<file path="src/rtl/desc_tbl_pkg.sv">
package desc_tbl_pkg;

    typedef enum logic [2:0] {
        ST_IDLE,
        ST_WAIT,
        ST_ADDR,
        ST_CNT,
        ST_MARK,
        ST_DRAIN,
        ST_DONE
    } bld_state_t;

    // Address span that one descriptor must stay inside, as a bit count.
    localparam int BND_BITS = 16;
    // Width of one piece's byte count (up to a full span).
    localparam int CHUNK_W  = BND_BITS + 1;
    // End-of-table flag in the count word, normal mode only.
    localparam logic [31:0] END_FLAG = 32'h8000_0000;

endpackage

</file>
<file path="src/rtl/desc_chunk_split.sv">
module desc_chunk_split
    import desc_tbl_pkg::*;
#(
    parameter int LEN_W = 24
) (
    input  logic [BND_BITS-1:0] addr_lo,
    input  logic [LEN_W-1:0]    remaining,
    output logic [CHUNK_W-1:0]  chunk
);

    logic [CHUNK_W-1:0] span;
    logic [LEN_W-1:0]   span_ext;

    always_comb begin
        span     = (CHUNK_W'(1) << BND_BITS) - CHUNK_W'(addr_lo);
        span_ext = LEN_W'(span);
        chunk    = (remaining < span_ext) ? CHUNK_W'(remaining) : span;
    end

endmodule

</file>
<file path="src/rtl/desc_word_encode.sv">
module desc_word_encode
    import desc_tbl_pkg::*;
(
    input  logic               alt,
    input  logic [CHUNK_W-1:0] nbytes,
    output logic [31:0]        word
);

    logic [15:0] quads_m1;

    always_comb begin
        quads_m1 = 16'(nbytes[CHUNK_W-1:2]) - 16'd1;
        if (alt)
            word = {quads_m1, 16'h0000};
        else
            word = {16'h0000, nbytes[15:0]};
    end

endmodule

</file>
<file path="src/rtl/desc_table_builder.sv">
module desc_table_builder
    import desc_tbl_pkg::*;
#(
    parameter int LEN_W       = 24,
    parameter int MAX_ENTRIES = 256,
    localparam int TW = $clog2(2 * MAX_ENTRIES),
    localparam int CW = $clog2(MAX_ENTRIES + 1)
) (
    input  logic             clk,
    input  logic             rst_n,
    input  logic             start,
    input  logic             alt_mode,
    input  logic             seg_valid,
    output logic             seg_ready,
    input  logic [31:0]      seg_addr,
    input  logic [LEN_W-1:0] seg_len,
    input  logic             seg_last,
    output logic             tbl_we,
    output logic [TW-1:0]    tbl_waddr,
    output logic [31:0]      tbl_wdata,
    output logic             done,
    output logic [CW-1:0]    done_count,
    output logic             done_overflow,
    output logic             done_empty
);

    localparam logic [CW-1:0] FULL_AT = CW'(MAX_ENTRIES - 1);

    bld_state_t         state, state_nx;
    logic               alt_q;
    logic               last_q;
    logic               ovf_q;
    logic [31:0]        cur_addr;
    logic [LEN_W-1:0]   rem;
    logic [CW-1:0]      count;
    logic [CW-1:0]      last_idx;
    logic [31:0]        last_word;
    logic [CHUNK_W-1:0] chunk;
    logic [31:0]        cnt_word;
    logic               accept;
    logic               table_full;

    desc_chunk_split #(.LEN_W(LEN_W)) u_split (
        .addr_lo  (cur_addr[BND_BITS-1:0]),
        .remaining(rem),
        .chunk    (chunk)
    );

    desc_word_encode u_enc (
        .alt   (alt_q),
        .nbytes(chunk),
        .word  (cnt_word)
    );

    assign accept     = seg_ready && seg_valid;
    assign table_full = (count >= FULL_AT);

    // State register
    always_ff @(posedge clk or negedge rst_n) begin
        if (!rst_n)
            state <= ST_IDLE;
        else
            state <= state_nx;
    end

    // Next state and outputs
    always_comb begin
        state_nx      = state;
        seg_ready     = 1'b0;
        tbl_we        = 1'b0;
        tbl_waddr     = '0;
        tbl_wdata     = '0;
        done          = 1'b0;
        done_count    = '0;
        done_overflow = 1'b0;
        done_empty    = 1'b0;
        unique case (state)
            ST_IDLE: ;
            ST_WAIT: begin
                seg_ready = 1'b1;
                if (seg_valid) begin
                    if (seg_len != '0)
                        state_nx = ST_ADDR;
                    else if (seg_last)
                        state_nx = (count != '0 && !alt_q) ? ST_MARK : ST_DONE;
                end
            end
            ST_ADDR: begin
                if (table_full) begin
                    state_nx = last_q ? ST_DONE : ST_DRAIN;
                end else begin
                    tbl_we    = 1'b1;
                    tbl_waddr = TW'({count, 1'b0});
                    tbl_wdata = cur_addr;
                    state_nx  = ST_CNT;
                end
            end
            ST_CNT: begin
                tbl_we    = 1'b1;
                tbl_waddr = TW'({count, 1'b1});
                tbl_wdata = cnt_word;
                if (rem != LEN_W'(chunk))
                    state_nx = ST_ADDR;
                else if (last_q)
                    state_nx = alt_q ? ST_DONE : ST_MARK;
                else
                    state_nx = ST_WAIT;
            end
            ST_MARK: begin
                tbl_we    = 1'b1;
                tbl_waddr = TW'({last_idx, 1'b1});
                tbl_wdata = last_word | END_FLAG;
                state_nx  = ST_DONE;
            end
            ST_DRAIN: begin
                seg_ready = 1'b1;
                if (seg_valid && seg_last)
                    state_nx = ST_DONE;
            end
            ST_DONE: begin
                done          = 1'b1;
                done_count    = count;
                done_overflow = ovf_q;
                done_empty    = (count == '0) && !ovf_q;
                state_nx      = ST_IDLE;
            end
            default: state_nx = ST_IDLE;
        endcase
        if (start)
            state_nx = ST_WAIT;
    end

    // Datapath registers
    always_ff @(posedge clk or negedge rst_n) begin
        if (!rst_n) begin
            alt_q     <= 1'b0;
            last_q    <= 1'b0;
            ovf_q     <= 1'b0;
            cur_addr  <= '0;
            rem       <= '0;
            count     <= '0;
            last_idx  <= '0;
            last_word <= '0;
        end else if (start) begin
            alt_q  <= alt_mode;
            ovf_q  <= 1'b0;
            count  <= '0;
            last_q <= 1'b0;
        end else begin
            if (state == ST_WAIT && accept) begin
                cur_addr <= seg_addr;
                rem      <= seg_len;
                last_q   <= seg_last;
            end
            if (state == ST_ADDR && table_full)
                ovf_q <= 1'b1;
            if (state == ST_CNT) begin
                cur_addr  <= cur_addr + 32'(chunk);
                rem       <= rem - LEN_W'(chunk);
                count     <= count + 1'b1;
                last_idx  <= count;
                last_word <= cnt_word;
            end
        end
    end

    // Assertions
    p_no_overflow_r6: assert property (@(posedge clk) disable iff (!rst_n)
        tbl_we |-> (32'(tbl_waddr) < 32'(2 * MAX_ENTRIES - 2)));

    p_no_cross_r2: assert property (@(posedge clk) disable iff (!rst_n)
        (state == ST_CNT) |-> ((CHUNK_W'(cur_addr[BND_BITS-1:0]) + chunk) <= (CHUNK_W'(1) << BND_BITS)));

    p_piece_nonzero_r8: assert property (@(posedge clk) disable iff (!rst_n)
        (state == ST_CNT) |-> (chunk != '0));

    p_mark_normal_r5: assert property (@(posedge clk) disable iff (!rst_n)
        (state == ST_MARK) |-> !alt_q);

    p_mark_after_r4: assert property (@(posedge clk) disable iff (!rst_n)
        (state == ST_MARK) |-> ($past(state) == ST_CNT || $past(state) == ST_WAIT));

    p_done_pulse_r10: assert property (@(posedge clk) disable iff (!rst_n)
        done |=> !done);

    p_ready_no_write_r10: assert property (@(posedge clk) disable iff (!rst_n)
        seg_ready |-> !tbl_we);

endmodule

</file>
<file path="config.mk">
export PLATFORM = sky130hd
export DESIGN_NAME = desc_table_builder
export DESIGN_NICKNAME = d
export VERILOG_FILES = /design/src/rtl/desc_tbl_pkg.sv /design/src/rtl/desc_chunk_split.sv /design/src/rtl/desc_word_encode.sv /design/src/rtl/desc_table_builder.sv
export SDC_FILE = /design/constraint.sdc
export NUM_CORES = 1
export LEC_CHECK = 0
export BUFFER_PORTS_ARGS = -buffer_cell sky130_fd_sc_hd__buf_2
export CAP_MARGIN = 30
export CORE_MARGIN = 2
export CORE_UTILIZATION = 50
export CTS_BUF_LIST = sky130_fd_sc_hd__clkbuf_16
export CTS_CLUSTER_SIZE = 10
export DETAILED_ROUTE_END_ITERATION = 10
export GPL_ROUTABILITY_DRIVEN = 0
export HOLD_SLACK_MARGIN = 0.06
export MAX_ROUTING_LAYER = met4
export PLACE_DENSITY = 0.71
export SLEW_MARGIN = 40
export SYNTH_ARGS = -nofsm -noshare
export SYNTH_HDL_FRONTEND = slang
export SYNTH_SLANG_ARGS = --single-unit
</file>
<file path="constraint.sdc">
create_clock -name clk -period 6.8 [get_ports clk]
set_input_delay 1.02 -clock clk [delete_from_list [all_inputs] [get_ports clk]]
set_output_delay 1.02 -clock clk [all_outputs]
set_load 0.05 [all_outputs]
</file>
## Word-level counts from Yosys, hierarchy flattened

Cells that the tools add are included.

| storage, ports and cells | value |
|---|---|
| register bits | 110 |
| bits of input ports | 62 |
| output and inout port bits | 55 |
| word-level logic and storage cells | 84 |

| cells by class | value |
|---|---|
| $add $sub $neg | 5 |
| $lt $le $gt $ge | 2 |
| equality and inequality tests | 11 |
| mux-type cells | 35 |
| bitwise operators | 1 |
| reduce and logical (&&, ||, !) cells | 21 |

Operators by type and width:

| cell | number |
|---|---|
| $mux 32 | 4 |
| $pmux 32 s3 | 1 |
| $mux 24 | 2 |
| $mux 9 | 4 |
| $add 32x17->32 | 1 |
| $pmux 9 s3 | 1 |
| $lt 24x17->1 | 1 |
| $mux 3 | 8 |
| $ne 24x17->1 | 1 |
| $reduce_bool 24->1 | 1 |
| $sub 24x17->24 | 1 |
| $pmux 3 s6 | 1 |
| $mux 17 | 1 |
| $sub 17x16->17 const A | 1 |
| $sub 15x1->16 const B | 1 |
| $add 9x1->9 const B | 1 |
| $eq 3x3->1 const B | 3 |
| $ge 9x8->1 const B | 1 |
| $logic_not 9->1 | 1 |
| $mux 1 | 9 |
| $reduce_bool 9->1 | 1 |
| $reduce_bool 2->1 | 4 |
| $eq 3x2->1 const B | 2 |
| $logic_and 1x1->1 | 6 |
| other kinds (12) | 18 |

## Logic depth before layout (Yosys ltp)

Gate-level depths: netlist of the first run.

| logic depth | value |
|---|---|
| depth after elaboration | 8 |
| mapped depth | 31 |
| gate-level depth less buffers | 28 |

## Hierarchy

From an unflattened synthesis of the first run, not the netlist that was laid out.

| second synthesis, totals | value |
|---|---|
| cells, all modules | 1162 |
| area total of the unflattened synthesis | 9120.0 µm² |

By module, submodules not included:

| module | instances | cells each | area each (µm²) | sequential area each (µm²) |
|---|---|---|---|---|
| desc_table_builder | 1 | 973 | 7788.7 | 2752.6 |
| desc_chunk_split | 1 | 113 | 870.8 | 0.0 |
| desc_word_encode | 1 | 76 | 460.4 | 0.0 |

## Worst setup path after synthesis of the first run

OpenSTA, ideal clock, no wires.

| path | value |
|---|---|
| path kind | reg-to-output |
| start point | reg cur_addr[5] |
| end point | out tbl_wdata[30] |
| arrival time | 5681 ps |
| data required time | 5780 ps |
| slack | 99 ps |
| cell stages (with the launch flop) | 21 |
| buffers on the path | 3 |
| cells stage by stage | dfrtp_1 -> clkbuf_1 -> or3_1 -> or2_2 -> or4_1 -> xor2_1 -> inv_1 -> ha_1 -> a21o_1 -> o311ai_4 -> a31oi_2 -> nor3_4 -> buf_6 -> buf_4 -> mux2i_1 -> ha_1 -> inv_1 -> nor2_1 -> nand3_1 -> xnor2_1 -> o21ai_0 |

| between the ends | value |
|---|---|
| longest elaborated chain between the ends | 6 |

RTL lines:

| element | line | text |
|---|---|---|
| from (decl) | desc_table_builder.sv:33 | `logic [31:0] cur_addr;` |
| from (signal assigned) | desc_table_builder.sv:151 | `cur_addr <= seg_addr;` |
| from (signal assigned) | desc_table_builder.sv:158 | `cur_addr <= cur_addr + 32'(chunk);` |
| $sub 17x16->17 * | desc_chunk_split.sv:15 | `span = (CHUNK_W'(1) << BND_BITS) - CHUNK_W'(addr_lo);` |
| $lt 24x17->1 | desc_chunk_split.sv:17 | `chunk = (remaining < span_ext) ? CHUNK_W'(remaining) : span;` |
| $mux 17 * | desc_chunk_split.sv:17 |  |
| $sub 15x1->16 * | desc_word_encode.sv:12 | `quads_m1 = 16'(nbytes[CHUNK_W-1:2]) - 16'd1;` |
| $mux 32 * | desc_word_encode.sv:13 | `if (alt)` |
| $pmux 32 s3 * | desc_table_builder.sv:77 | `unique case (state)` |
| to (decl) | desc_table_builder.sv:20 | `output logic [31:0] tbl_wdata,` |

Mark *: on every way between the ends. The rest lies on a longest branch, timed or not.

## Final worst setup path of the first run

| path | value |
|---|---|
| start point | reg cur_addr[3] |
| end point | out tbl_wdata[22] |

Same word-level chain as after synthesis.

==> metrics, run 1 <==
Initial Utilization=0.505; initial antenna violation count=0; setup TNS=0 ps; syn_area_per_cell=8.11 um2; slowest library cell on the worst path=dfrtp_1; Seq/Total Area, Yosys=0.319; leading post-synthesis cells by cell area=dfrtp_1 32%, ha_1 7.7%, nand2_1 6.0%; Tmin final=6520 ps; Residual DRC=0; First DRT Iteration DRCs=810; Worst path top cell family by delay=simple AND/OR/NAND/NOR gates; Req. time, crit path=just under 6000 ps; Max Cap Viol=0; post-synth top area share=0.319; vias per cell=between 6 and 7; WS Path Type=flip-flop to primary output; Detailed Place HPWL=19.8 mm; largest net degree at the start of global routing=57; RSZ-0062 raised after global routing=no; cell accounting for the most synthesized area=dfrtp_1; Mapped Cells=1,066; crit path capture=tbl_wdata[22]; CTS buffer count=9; reg2reg end=rem[21]; Total Routing Usage GR=0.310; H-tree levels=3; M1 WL=between 10 and 15 mm; post-synthesis register bit count=110; hold_ws=480 ps; Max VDD drop=0.000227 V; Max Freq=between 0.15 and 0.2 GHz; worst-path fanout max=10; PwrDens=507 nW/um2; count leader, synth=nand2_1; reg2reg start=cur_addr[3]; WL/cell=a little under 20 um; wire length on met2=12.5 mm; Synth top cells by count=138 x nand2_1, 110 x dfrtp_1, 100 x o21ai_0; crit share post-route=0.959; CP peak stage delay=480 ps; max-slew violation count=0; die height=135 um; Crit path buffers/inverters=4; met3 wire length=between 1.5 and 2 mm; Mapped Nets=1,183; ant diodes=0; Longest Clk Path Bufs=2; outcome=finished, final reports clean; r2r setup slk=400 ps; most used flip-flop cell after synthesis=dfrtp_1; critical path depth=20; row count=48; drt pass-1 iters=7; Worst EP arrival=about 5500 ps; I/O Pins=117; IO buf count=116; Setup crit end kind=primary output; Cell Chain, Critical Path=or3_1 -> or2_2 -> or4_1 -> xor2_2 -> inv_1 -> ha_1 -> a21o_1 -> o311ai_4 -> a31oi_2 -> nor3_4 -> buf_6 -> mux2i_4 -> ha_1 -> inv_2 -> nor2_1 -> xnor2_1 -> mux2i_1 -> nand2_1 -> o21ai_0 -> buf_4; post-layout net count=1,289; Netlist Area Pre-Place=8640 um2; leakage power=~4.5 nW; Die Area=18,400 um2; Distinct cells, synth=approximately 80; Worst-path clk slew=80 ps; Worst-Margin Slew=799 ps; core area=17,100 um2; CTS Sinks=110; synthesis-to-finish area growth=15.4%; Layout Skew=12.2 ps; reg2reg path depth=25; Final Hold Violating Endpoints=0; # setup viols final=0; vias in the first global route=8,070; Die X-Extent=~140 um; Top Metal Used=met4; CTS tree=yes; worst setup path startpoint=cur_addr[3]; root buf cell=clkbuf_16; DRT antenna net count=0; # fillers=1,582; Crit path top cell by count=ha_1; Worst Hold Launch=last_idx[4]; share of layout cells above drive strength 1=0.186; Hold Path Class=flip-flop to flip-flop; total number of vias=8,644; EDFF count, synth=0; drt total wl=27.2 mm; global route overflow=0; Critical Path Start Type=flip-flop; insertion delay to the later sink of the worst-skew pair=370 ps; hold buffer count at CTS=0; Rel. slew slack=0.463; yosys warns=0; asr flop ratio synth=1.00; global-route wire length before repair=43.2 mm; fin util=0.583
==> state kept, by name, summed over array words and instances (netlist names) <==
register and count:
ovf_q 1, cur_addr 32, last_idx 8, state 3, last_word 31, count 9
last_q 1, rem 24, alt_q 1
==> power by group <==
group	internal, mW	total (mW)	leakage, nW	switching, mW
clock	0.254	0.523	0.136	0.269
combinational	1.30	3.30	3.00	2.00
sequential	0.899	1.24	1.38	0.337
==> through the flow <==
step,power (mW),instance area [um2],cells,setup slack [ps]
after floorplan,3.51,8640,1066,98.6
after global placement,4.34,9520,1379,161
after detailed placement,4.38,9520,1379,-22.0
after CTS,4.94,9840,1395,27.7
after global routing,5.47,9980,1402,6.00
final,5.06,9980,1402,279
==> repair_timing <==
action	CTS	global route
pin swaps	0	3
setup buffers	0	7
resized for setup	7	27
endpoints found under the setup margin	14	38
==> area by class of cell <==
type                       count  area [um2]  area share
sequential                   110        2750       0.276
timing repair buffer         155         893      0.0895
clock inverter                 7        61.3     0.00614
inverter                      53         199      0.0199
multi-input combinational    843        5560       0.558
tap                          225         282      0.0282
clock buffer                   9         225      0.0226
==> worst min-delay path by stage <==
stage | end | slack [ps] | cells past startpoint
2_1_floorplan | last_word[27] | 440 | 2
3_3_place_gp | last_word[27] | 450 | 2
3_5_place_dp | last_word[27] | 460 | 2
4_1_cts | last_word[27] | 480 | 2
5_1_grt | last_idx[3] | 500 | 2
6_report | last_idx[4] | 480 | 2
==> cells in the final DEF, fill, tap and decap left out, types with 10 or more instances in the layout <==
master	Yosys	final
nor2b_1	14	13
buf_2	1	111
buf_4	2	42
o21a_1	10	10
nand3_1	11	11
nand4_1	13	13
xor2_1	19	17
a211oi_1	22	20
and3_1	21	21
a21oi_1	57	56
a22oi_1	40	40
o21ai_1	5	10
nor3_1	25	24
mux2i_1	12	11
dfrtp_1	110	110
o21ai_0	100	92
inv_1	50	49
xnor2_1	32	31
nor2_1	82	81
nor4_1	17	15
nand2_1	138	136
o22ai_1	17	17
ha_1	53	53
==> layer usage <==
metal	vias up	GRT usage
li1	4108	-
met1	4108	0.416
met2	364	0.481
met3	64	0.0359
met4	0	0.127
met5	-	-
==> worst min-delay path, delay by kind of cell (launching register included) <==
family | cells | cell delay [ps]
AND/OR/NAND/NOR | 2 | 100
flip-flops | 1 | 350
==> cell families (layout without fill, tap and decap cells) <==
| family | count (synthesis) | after routing | share of synthesized area |
|---|---|---|---|
| adders and majority gates | 55 | 55 | 0.0814 |
| buffers and inverters | 113 | 224 | 0.0510 |
| muxes | 15 | 15 | 0.0178 |
| AOI/OAI and AO/OA | 344 | 344 | 0.264 |
| and+or+nand+nor | 377 | 377 | 0.213 |
| DFF | 110 | 110 | 0.319 |
| xor gates and xnor gates | 52 | 52 | 0.0543 |
No activity file was read; power rests on OpenSTA's default activity.
==> run 2, diff against run 1 <==
--- a/config.mk
+++ b/config.mk
@@ -15,7 +15,7 @@
 export GPL_ROUTABILITY_DRIVEN = 0
 export HOLD_SLACK_MARGIN = 0.06
 export MAX_ROUTING_LAYER = met4
-export PLACE_DENSITY = 0.71
+export PLACE_DENSITY = 0.68
 export SLEW_MARGIN = 40
 export SYNTH_ARGS = -nofsm -noshare
 export SYNTH_HDL_FRONTEND = slang
==> constraint.sdc (replaced) <==
create_clock -name clk -period 7.3 [get_ports clk]
set_input_delay 1.095 -clock clk [delete_from_list [all_inputs] [get_ports clk]]
set_output_delay 1.095 -clock clk [all_outputs]
set_load 0.05 [all_outputs]
==> run 2 against run 1 <==
Worst setup slack improved by 31 ps. Sequential cell count did not move. Clock power fell by 2%. First-iteration DRC count is 12% lower. Sequential share of layout area is 0.33 points higher. Register-to-register slack gained 140 ps. Worst hold slack is essentially flat. Clock-buffer cell count unchanged. Via count shrank 0.62%.
==> metrics, run 2 (synthesized netlist as in run 1, its figures left out) <==
critical path depth=20; initial antenna violation count=0; ant diodes=0; die height=roughly 140 um; Worst path top cell family by delay=simple AND/OR/NAND/NOR gates; CTS buffer count=9; Longest Clk Path Bufs=2; Total Routing Usage GR=0.319; root buf cell=clkbuf_16; row count=between 40 and 50; reg2reg path depth=24; H-tree levels=3; global route overflow=0; Register Area=2750 um2; Worst EP arrival=5900 ps; vias in the first global route=slightly above 8,000; insertion delay to the later sink of the worst-skew pair=between 300 and 400 ps; max reg flops=32; Largest regs=cur_addr (32), last_word (31), rem (24); synthesis-to-finish area growth=14.1%; worst setup path startpoint=cur_addr[0]; Hold Path Class=flip-flop to flip-flop; Placed Cells=1,372; slowest library cell on the worst path=or3_1; WL/cell=20.2 um; max-slew violation count=0; CTS Sinks=110; crit share post-route=0.958; Crit path top cell by count=inv_1; IO buf count=116; Crit path buffers/inverters=5; leading cell type in the layout, fill and taps excluded=nand2_1; drt total wl=28.1 mm; Setup crit end kind=primary output; leakage power=4.45 nW; Max VDD drop=0.000236 V; I/O Pins=about 120; CP peak stage delay=520 ps; Detailed Place HPWL=20.3 mm; CTS tree=yes; Max Freq=0.143 GHz; Initial Utilization=0.505; Final Non-Filler Cells=1,389; share of layout cells above drive strength 1=0.168; core area=between 15,000 and 20,000 um2; global-route wire length before repair=44.2 mm; Die Area=18,400 um2; reg2reg start=cur_addr[0]; total number of vias=8,590; DRT antenna net count=0; Reg power frac=0.248; footprint of the multi-input gates=5540 um2; drt pass-1 iters=5; P_sw=2.42 mW; Cell Chain, Critical Path=or3_1 -> or2_2 -> or4_1 -> xor2_2 -> inv_1 -> ha_1 -> a21o_1 -> o311ai_4 -> a31oi_2 -> nor3_4 -> buf_8 -> o21ai_0 -> inv_1 -> ha_1 -> inv_1 -> nor2_1 -> o21ai_1 -> xnor2_1 -> o21ai_0 -> buf_2; PwrDens=475 nW/um2; post-layout net count=1,277; most frequent cells in the layout=137 x nand2_1, 113 x buf_2, 110 x dfrtp_1; Req. time, crit path=6200 ps; Rel. slew slack=0.442; Comb power frac=0.643; Final Hold Violating Endpoints=0; Worst-Margin Slew=835 ps; worst-path fanout max=29; hold buffer count at CTS=0; vias per cell=approximately 6.2; outcome=finished, final reports clean; # setup viols final=0; Layout Skew=10.6 ps; Final Total Pwr=4.69 mW; Worst-path clk slew=80 ps; r2r setup slk=around 540 ps; Sw Ratio=0.517; Critical Path Start Type=flip-flop; Internal Pwr Total=around 2.3 mW; First DRT Iteration DRCs=715; crit path capture=tbl_wdata[26]; # fillers=1,612; Die X-Extent=135 um; Max Cap Viol=0; largest net degree at the start of global routing=71; WS Path Type=flip-flop to primary output; Tmin final=6990 ps; clock network power share=0.109; Residual DRC=0; Biggest register=cur_addr; reg2reg end=rem[18]
-- run 2: cell types whose count changed in the layout (fill, tap and decap cells not counted), sizes merged --
cell / change
buf: -14
bufinv: +1
clkbuf: +2
clkinv: -2
clkinvlp: -2
inv: +2
-- run 2: worst min-delay path: cells and delay by family, from the launching register on --
kind	cells	cell delay [ps]
flops	1	350
simple gates	2	100
-- run 2: layer usage --
| layer | wire [um] | part of all wire | GRT usage |
|---|---|---|---|
| met3 | 1730 | 0.062 | 0.0397 |
| met4 | 824 | 0.029 | 0.120 |
| met2 | 13100 | 0.47 | 0.510 |
| met1 | 12400 | 0.44 | 0.417 |
| met5 | 0 | 0 | - |
-- run 2: per-stage QoR --
| step | TNS [ps] | utilization | hold WS (ps) | cell area [um2] | setup slack, ps |
|---|---|---|---|---|---|
| after floorplan | 0 | - | 438 | 8640 | 524 |
| after global placement | 0 | 0.553 | 458 | 9470 | 468 |
| after detailed placement | 0 | 0.554 | 464 | 9480 | 334 |
| after CTS | 0 | 0.570 | 483 | 9760 | 62.5 |
| after global routing | -27.6 | 0.576 | 511 | 9860 | -17.7 |
| final | 0 | 0.576 | 480 | 9860 | 310 |
-- run 2: what timing repair did --
action	CTS	global route
setup endpoints to repair	0	30
setup buffers	0	2
resized for setup	0	15
hold endpoints to repair	0	0
-- run 2: worst min-delay path by stage --
stage / startpoint / to / slack (ps) / cells after the start
3_3_place_gp: last_word[27] / last_word[27] / 460 / 2
2_1_floorplan: last_word[27] / last_word[27] / 440 / 2
5_1_grt: last_word[15] / last_word[15] / 510 / 2
4_1_cts: last_idx[7] / last_idx[7] / 480 / 2
3_5_place_dp: last_idx[7] / last_idx[7] / 460 / 2
6_report: last_idx[7] / last_idx[7] / 480 / 2
-- run 2: power by group through the flow --
stage | Combinational, mW | Clock, mW | Sequential, mW
after floorplan | 2.24 | 0 | 1.03
after global placement | 2.88 | 0 | 1.15
after detailed placement | 2.92 | 0 | 1.15
after CTS | 2.94 | 0.517 | 1.15
after global routing | 3.34 | 0.541 | 1.19
final | 3.01 | 0.513 | 1.16
-- run 2: final cells by class --
| type | instances | area share |
|---|---|---|
| inverters | 53 | 0.0202 |
| flip-flops and latches | 110 | 0.279 |
| multi-input cells | 843 | 0.562 |
| clock buffers | 9 | 0.0228 |
| repair buffers | 143 | 0.0813 |
| clock inverters | 6 | 0.00622 |
| well taps | 225 | 0.0286 |
==> run 3, diff against run 2 <==
--- a/config.mk
+++ b/config.mk
@@ -7,6 +7,7 @@
 export LEC_CHECK = 0
 export BUFFER_PORTS_ARGS = -buffer_cell sky130_fd_sc_hd__buf_2
 export CAP_MARGIN = 30
+export CORE_ASPECT_RATIO = 0.9
 export CORE_MARGIN = 2
 export CORE_UTILIZATION = 50
 export CTS_BUF_LIST = sky130_fd_sc_hd__clkbuf_16
==> run 3 against run 2 <==
Die area is essentially flat. Maximum frequency grew 0.38%. Largest power group unchanged. Utilization grew 0.37 points. Highest routed layer unchanged. Wire length shrank 0.39%. Largest cell class unchanged.
==> metrics, run 3 (synthesized netlist as in run 1, its figures left out) <==
Detailed Place HPWL=between 20 and 25 mm; WL/cell=between 20 and 25 um; share of layout cells above drive strength 1=0.168; Final Hold Violating Endpoints=0; # setup viols final=0; # fillers=1,566; initial antenna violation count=0; CTS Sinks=110; vias per cell=6.27; vias in the first global route=7,908; Biggest register=cur_addr; Die Area=roughly 18,000 um2; DRT antenna net count=0; Max Freq=0.144 GHz; row count=45; Largest regs=cur_addr (32), last_word (31), rem (24); Rel. slew slack=0.443; max reg flops=32; Worst EP arrival=between 5000 and 6000 ps; drt total wl=roughly 28 mm; Max Cap Viol=0; RSZ-0062 raised after global routing=no; leading cell type in the layout, fill and taps excluded=nand2_1; Total Routing Usage GR=0.314; hold buffer count at CTS=0; Internal Pwr Total=between 2 and 2.5 mW; Cell Chain, Critical Path=inv_1 -> ha_1 -> or4b_1 -> nor4_4 -> nand3b_1 -> xor2_1 -> inv_1 -> ha_1 -> nand4_1 -> nor2_1 -> o21ai_0 -> a2111oi_4 -> nor3_4 -> buf_4 -> mux2i_2 -> ha_1 -> inv_1 -> nor2_1 -> xnor2_1 -> mux2i_1 -> nand2_1 -> o21ai_0 -> buf_2; crit share post-route=0.954; H-tree levels=3; clock network power share=0.107; synthesis-to-finish area growth=13.3%; drt pass-1 iters=6; max-slew violation count=0; Die X-Extent=143 um; ant diodes=0; outcome=finished, final reports clean; core area=roughly 17,000 um2; total number of vias=8,634; worst-path fanout max=6; insertion delay to the later sink of the worst-skew pair=370 ps; setup TNS=0 ps; Reg power frac=0.251; die height=between 100 and 150 um; I/O Pins=117; hold_ws=a little under 500 ps; global route overflow=0; Longest Clk Path Bufs=2; largest net degree at the start of global routing=77; Setup crit end kind=primary output; Residual DRC=0; Register Area=2750 um2; Worst-path clk slew=roughly 80 ps; Sw Ratio=0.525; CP peak stage delay=~530 ps; First DRT Iteration DRCs=771; global-route wire length before repair=about 44 mm; P_sw=2.43 mW; Hold Path Class=flip-flop to flip-flop; Req. time, crit path=6200 ps; Initial Utilization=0.512; WS Path Type=flip-flop to primary output; IO buf count=around 120; Critical Path Start Type=flip-flop; Crit path buffers/inverters=5; CTS buffer count=9; footprint of the multi-input gates=5510 um2; post-layout net count=1,277; PwrDens=474 nW/um2; Worst-Margin Slew=828 ps; Max VDD drop=0.000202 V; Tmin final=approximately 7000 ps; most frequent cells in the layout=136 x nand2_1, 114 x buf_2, 110 x dfrtp_1; Comb power frac=0.641; CTS tree=yes; slowest library cell on the worst path=or4b_1; root buf cell=clkbuf_16; Layout Skew=between 9 and 10 ps; Worst path top cell family by delay=simple AND/OR/NAND/NOR gates; leakage power=4.42 nW
run 3: worst register-to-register path: cells and delay by family (launching register included):
kind | cells | cell delay (ps)
XOR/XNOR | 1 | 310
AND/OR/NAND/NOR | 8 | 1750
buffers and inverters | 4 | 520
adder cells (fa/ha/maj) | 4 | 1140
AO/OA/AOI/OAI | 11 | 2540
flip-flops | 1 | 430
run 3: metrics by stage:
stage	instances	total power, mW	setup slack, ps	util	area, um2
detailed placement	1354	4.03	233	0.558	9420
finish	1376	4.64	336	0.580	9790
global placement	1354	4.00	502	0.558	9420
CTS	1370	4.54	61.6	0.575	9710
floorplan	1066	3.27	524	-	8640
global route	1376	5.00	21.2	0.580	9790
run 3: worst paths after layout:
path | endpoint | slack (ps) | from | depth (start not counted)
max in group asynchronous | rem[17] | 5540 | rst_n | 2
min in group asynchronous | state[2] | 670 | rst_n | 1
worst min register to register | last_word[27] | 480 | last_word[27] | 2
worst max register to register | cur_addr[28] | 510 | cur_addr[1] | 28
worst max-delay path | tbl_wdata[22] | 340 | cur_addr[1] | 23
worst min-delay path | last_word[27] | 480 | last_word[27] | 2
run 3: cell type report:
cell class,instances,area share
clock buffers,9,0.0230
clock inverters,7,0.00575
inverters,53,0.0203
multi-input cells,844,0.563
flip-flops and latches,110,0.281
well taps,211,0.0270
repair buffers,142,0.0801
run 3: what timing repair did:
action / in CTS / in global routing
resized for setup: 0 / 9
buffers inserted: 0 / 5
setup endpoints to repair: 0 / 39
run 3: per-layer routing:
metal	routed length [um]	track usage	vias to the layer above
li1	-	-	4097
met1	13100	0.442	4149
met2	12400	0.466	353
met3	1850	0.0495	35
met4	628	0.0967	0
met5	0	-	-
run 3: power groups by stage:
| stage | sequential (mW) | combinational, mW | clock (mW) |
|---|---|---|---|
| 3_3_place_gp | 1.15 | 2.85 | 0 |
| 3_5_place_dp | 1.16 | 2.87 | 0 |
| 2_1_floorplan | 1.03 | 2.24 | 0 |
| 6_report | 1.17 | 2.98 | 0.498 |
| 4_1_cts | 1.15 | 2.89 | 0.501 |
| 5_1_grt | 1.20 | 3.27 | 0.528 |
